**config.mk**
```make
export PLATFORM = sky130hd
export DESIGN_NAME = dual_oneshot
export DESIGN_NICKNAME = d
export VERILOG_FILES = /design/src/rtl/os_pkg.sv /design/src/rtl/os_sync.sv /design/src/rtl/os_edge.sv /design/src/rtl/os_channel.sv /design/src/rtl/dual_oneshot.sv
export SDC_FILE = /design/constraint.sdc
export NUM_CORES = 1
export LEC_CHECK = 0
export CORE_MARGIN = 10
export CORE_UTILIZATION = 43
export CTS_CLUSTER_SIZE = 40
export DETAILED_ROUTE_END_ITERATION = 12
export PLACE_DENSITY = 0.75
export SYNTH_ARGS = -nofsm -noshare
export SYNTH_HDL_FRONTEND = slang
export SYNTH_SLANG_ARGS = --single-unit
```
**constraint.sdc**
```tcl
create_clock -name clk -period 2.6 [get_ports clk]
set_clock_uncertainty 0.15 [all_clocks]
set_input_delay 0.52 -clock clk [delete_from_list [all_inputs] [get_ports clk]]
set_output_delay 0.52 -clock clk [all_outputs]
set_load 0.1 [all_outputs]
```
**src/rtl/os_pkg.sv**
```systemverilog
package os_pkg;

    localparam int IDX_LO  = 0;
    localparam int IDX_HI  = 1;
    localparam int IDX_CLR = 2;
    localparam int N_LINES = 3;

    typedef struct packed {
        logic lo_fall;
        logic hi_rise;
        logic hi_fall;
        logic clr_rise;
    } edges_t;

endpackage

```
**src/rtl/os_sync.sv**
```systemverilog
module os_sync #(
    parameter int N = 3
) (
    input  logic         clk,
    input  logic         rst,
    input  logic [N-1:0] din,
    output logic [N-1:0] dout
);

    typedef struct packed {
        logic [N-1:0] stage1;
        logic [N-1:0] stage2;
    } sync_t;

    sync_t st_d, st_q;

    always_comb begin
        st_d = st_q;
        if (rst) begin
            st_d.stage1 = din;
            st_d.stage2 = din;
        end else begin
            st_d.stage1 = din;
            st_d.stage2 = st_q.stage1;
        end
    end

    always_ff @(posedge clk) begin
        st_q <= st_d;
    end

    assign dout = st_q.stage2;

endmodule

```
**src/rtl/os_edge.sv**
```systemverilog
module os_edge
    import os_pkg::*;
(
    input  logic               clk,
    input  logic               rst,
    input  logic [N_LINES-1:0] lvl_i,
    input  logic [N_LINES-1:0] seed_i,
    output edges_t             edges_o
);

    logic [N_LINES-1:0] hist_d, hist_q;
    edges_t             ed;

    always_comb begin
        hist_d = rst ? seed_i : lvl_i;
        ed.lo_fall  = hist_q[IDX_LO]  & ~lvl_i[IDX_LO];
        ed.hi_rise  = ~hist_q[IDX_HI] &  lvl_i[IDX_HI];
        ed.hi_fall  = hist_q[IDX_HI]  & ~lvl_i[IDX_HI];
        ed.clr_rise = ~hist_q[IDX_CLR] & lvl_i[IDX_CLR];
        if (rst) begin
            ed = '0;
        end
    end

    always_ff @(posedge clk) begin
        hist_q <= hist_d;
    end

    assign edges_o = ed;

endmodule

```
**src/rtl/os_channel.sv**
```systemverilog
module os_channel
    import os_pkg::*;
#(
    parameter int W = 16
) (
    input  logic               clk,
    input  logic               rst,
    input  logic [N_LINES-1:0] lvl_i,
    input  edges_t             edges_i,
    input  logic [W-1:0]       width_i,
    output logic               q_o,
    output logic               qn_o
);

    typedef struct packed {
        logic         active;
        logic [W-1:0] cnt;
        logic         armed;
    } chan_t;

    chan_t st_d, st_q;

    logic lo_s, hi_s, clr_s;
    logic fire_lo, fire_hi, fire_clr, fire;
    logic [W-1:0] load_val;

    always_comb begin
        lo_s  = lvl_i[IDX_LO];
        hi_s  = lvl_i[IDX_HI];
        clr_s = lvl_i[IDX_CLR];

        fire_lo  = clr_s & edges_i.lo_fall & hi_s;
        fire_hi  = clr_s & edges_i.hi_rise & ~lo_s;
        fire_clr = edges_i.clr_rise & ~lo_s & hi_s & st_q.armed;
        fire     = fire_lo | fire_hi | fire_clr;

        load_val = (width_i == '0) ? '0 : width_i - 1'b1;

        st_d = st_q;
        if (rst) begin
            st_d = '0;
        end else if (!clr_s) begin
            st_d.active = 1'b0;
            st_d.cnt    = '0;
            if (edges_i.hi_rise) begin
                st_d.armed = 1'b1;
            end else if (edges_i.hi_fall) begin
                st_d.armed = 1'b0;
            end
        end else if (st_q.active) begin
            if (st_q.cnt == '0) begin
                st_d.active = 1'b0;
            end else begin
                st_d.cnt = st_q.cnt - 1'b1;
            end
            if (edges_i.hi_fall) begin
                st_d.armed = 1'b0;
            end
        end else if (fire) begin
            st_d.active = 1'b1;
            st_d.cnt    = load_val;
            st_d.armed  = 1'b0;
        end else if (edges_i.hi_fall) begin
            st_d.armed = 1'b0;
        end
    end

    always_ff @(posedge clk) begin
        st_q <= st_d;
    end

    assign q_o  = st_q.active;
    assign qn_o = ~st_q.active;

endmodule

```
**src/rtl/dual_oneshot.sv**
```systemverilog
module dual_oneshot
    import os_pkg::*;
#(
    parameter int N_CHAN = 2,
    parameter int W      = 16
) (
    input  logic                    clk,
    input  logic                    rst,
    input  logic [N_CHAN-1:0]       trig_lo_n_i,
    input  logic [N_CHAN-1:0]       trig_hi_i,
    input  logic [N_CHAN-1:0]       clr_n_i,
    input  logic [N_CHAN-1:0][W-1:0] width_i,
    output logic [N_CHAN-1:0]       pulse_o,
    output logic [N_CHAN-1:0]       pulse_n_o
);

    for (genvar g = 0; g < N_CHAN; g++) begin : g_chan
        logic [N_LINES-1:0] raw;
        logic [N_LINES-1:0] lvl;
        edges_t             ed;

        always_comb begin
            raw          = '0;
            raw[IDX_LO]  = trig_lo_n_i[g];
            raw[IDX_HI]  = trig_hi_i[g];
            raw[IDX_CLR] = clr_n_i[g];
        end

        os_sync #(.N(N_LINES)) u_sync (
            .clk  (clk),
            .rst  (rst),
            .din  (raw),
            .dout (lvl)
        );

        os_edge u_edge (
            .clk     (clk),
            .rst     (rst),
            .lvl_i   (lvl),
            .seed_i  (raw),
            .edges_o (ed)
        );

        os_channel #(.W(W)) u_chan (
            .clk     (clk),
            .rst     (rst),
            .lvl_i   (lvl),
            .edges_i (ed),
            .width_i (width_i[g]),
            .q_o     (pulse_o[g]),
            .qn_o    (pulse_n_o[g])
        );
    end

endmodule

```
==> qor.yml <==
run_status:
  status: "finished, final reports clean"
cts:
  cts_resized: 0
  cts_sinks: 54
  clockBufferDepth: 2
  cts_hold_buf: 0
  root_buffer: "clkbuf_8"
  clock_latency_ps: 310
  cts_buffers: 5
  postCtsSetupBuffers: 0
  clk_pin_slew_ps: 90
  htreeDepth: 2
  cts_tree: "done"
logic_synthesis:
  yosys.area.top_type: "dfxtp_1"
  synth_area_leaders: "dfxtp_1 33%, o21ai_0 4.7%, nand2_1 4.3%"
  synth_top_area_share: 0.325
  ys_seq_area_frac: 0.325
  synth_nets: 463
  synth_cell_types: 66
  ys_ff_latch: 54
  synth_simple_gate_area_frac: 0.271
  syn_area_per_cell_um2: 7.98
  synth_area_mm2: 0.00333
  synth_fa_ha_area_frac: 0.0226
  synth_flop_cell: "dfxtp_1"
  synth_top_family_by_area: "simple AND/OR/NAND/NOR gates"
  synthCells: 417
  synth.area.mux_share: 0.00301
  synth_compound_area_frac: 0.244
  synth_edf_count: 0
  ys_warn_count: 0
  synth.top_cells.by_count: "54 x dfxtp_1, 38 x nand2_1, 33 x nor2_1, 31 x o21ai_0, 23 x inv_1"
  synth.most_common_cell: "dfxtp_1"
  async_reset_ff_frac: 0
  synth_xor_area_frac: 0.0790
global_routing:
  antenna_found_initial: 0
  grt_overflow: 0
  grt_max_degree: 22
  grt_usage: 0.153
  grt_pass1_wl_um: 15100
  grt_pass1_vias: 3255
floorplanning:
  dieArea_mm2: 0.0117
  row_count: 32
  die_y_um: 108
  pin_count: 44
  fp.coreArea_mm2: 0.00761
  die_w_um: 108
  start_util: 0.437
detailed_routing:
  wire_per_inst_um: 14.9
  drc_errors: 0
  drt_iter0_drc: 228
  wirelength_um: 8830
  routed_via_density: 5.73
  ant_nets: 0
  drt-pass1-iter-count: 5
  route.vias.total: 3402
sta:
  maxSlewHeadroom: 0.293
  hold_viol: 0
  min_period_over_period: 0.964
  setup_viol: 0
  worst_slew_pin_slew_ps: 1060
  rsz0062_at_grt: "false"
  layout_min_cycle_time_ps: 2510
  drv_slew: 0
  max_freq_mhz: 399
  setup_tns_ps: 0
layout:
  final_layout_size_suffix_gt1_frac: 0.138
  fin_area_mm2: 0.00423
  fin_cells: 594
  antenna_cells: 0
  area_growth_pct: 27.2
  final_nets: 537
power:
  totalPowerFinal_mw: 1.67
  ir_drop_v: 0.000244
  p_per_area_mw_per_mm2: 394
  power_leakage_nw: 1.80
hold_path:
  hold_path_class: "register to register"
setup_path:
  cp_data_required_time_ps: 2680
  ff2ff_setup_slack_ps: 90
  critical_path_arrival_ps: 2590
  crit_fanout: 13
  worstSetupPathType: "register to register"
  cp-start-kind: "register"
  cp-end-kind: "register"
placement:
  place_inst: 586
  io_buffers: 43
  hpwl_um: 6790
  placed_cell_area_mm2: 0.00414
  gp_congestion: 0.905
flow_run:
  cap_violations: 0
## state kept, by name, indices dropped and copies added (netlist names)
name,flops
g_chan.u_edge.hist_q,6
g_chan.u_sync.dout,6
g_chan.u_chan.st_q,34
g_chan.u_sync.st_q,6
g_chan.u_chan.q_o,2
## cell families (layout without fill, tap and decap cells)
family | Yosys count | after routing
buf+inv | 43 | 118
xor+xnor | 30 | 30
compound gates | 116 | 116
fa+ha+maj | 6 | 6
flops | 54 | 54
mux | 1 | 1
simple gates | 167 | 167
## per-stage QoR
step	utilization	setup WS, ps	hold slack, ps
after floorplan	-	184	265
after global placement	0.544	-27.1	270
after detailed placement	0.544	-128	272
after CTS	0.556	161	285
after global routing	0.556	1.25	315
final	0.556	92.6	286
## cells in the final DEF (no fill, tap or decap), types with 7 or more instances in the layout
cell and count:
dfxtp_1 54, buf_4 44, clkdlybuf4s50_1 39, nand2_1 38, nor2_1 33, o21ai_0 31
inv_1 23, nor4_1 17, a21oi_1 15, xor2_1 15, xnor2_1 15, nor3_1 14
a221oi_1 10, o21ai_1 9, or3_1 8, nand3_1 7
## worst max-delay path, stage by stage (launching register included)
cell and delay [ps]:
dfxtp_1 370, nor4_1 470, nand4_1 210, a21oi_1 880, a221oi_1 110, a211oi_1 250
## cell type report
| cell class | count | area (µm²) |
|---|---|---|
| Fill cell | 718 | 3380 |
| Multi-Input combinational cell | 320 | 2060 |
| Sequential cell | 54 | 1080 |
| Timing Repair Buffer | 86 | 781 |
| Tap cell | 102 | 128 |
| Inverter | 24 | 90.1 |
| Clock buffer | 7 | 86.3 |
| Clock inverter | 1 | 5.00 |
## layer usage
layer | vias up | GRT usage | share of wire
met3 | 11 | 0.0321 | 0.064
met5 | - | 0 | 0
li1 | 1701 | - | -
met1 | 1582 | 0.200 | 0.46
met2 | 108 | 0.251 | 0.46
met4 | 0 | 0.0401 | 0.012
## power breakdown
group / internal (mW) / leakage (nW) / total, mW / switching [mW]
sequential: 0.856 / 0.442 / 0.872 / 0.0167
combinational: 0.156 / 1.31 / 0.307 / 0.151
clock: 0.216 / 0.0482 / 0.488 / 0.272
total: 1.23 / 1.80 / 1.67 / 0.440
## final timing paths
kind | from | to | cells past startpoint
max | g_chan[0].u_chan.st_q[12] | g_chan[0].u_chan.st_q[1] | 5
min | g_chan[0].u_sync.st_q[3] | g_chan[0].u_sync.dout[0] | 2
max reg2reg | g_chan[0].u_chan.st_q[12] | g_chan[0].u_chan.st_q[1] | 5
min reg2reg | g_chan[0].u_sync.st_q[3] | g_chan[0].u_sync.dout[0] | 2
(Power assumes the default switching activity.)
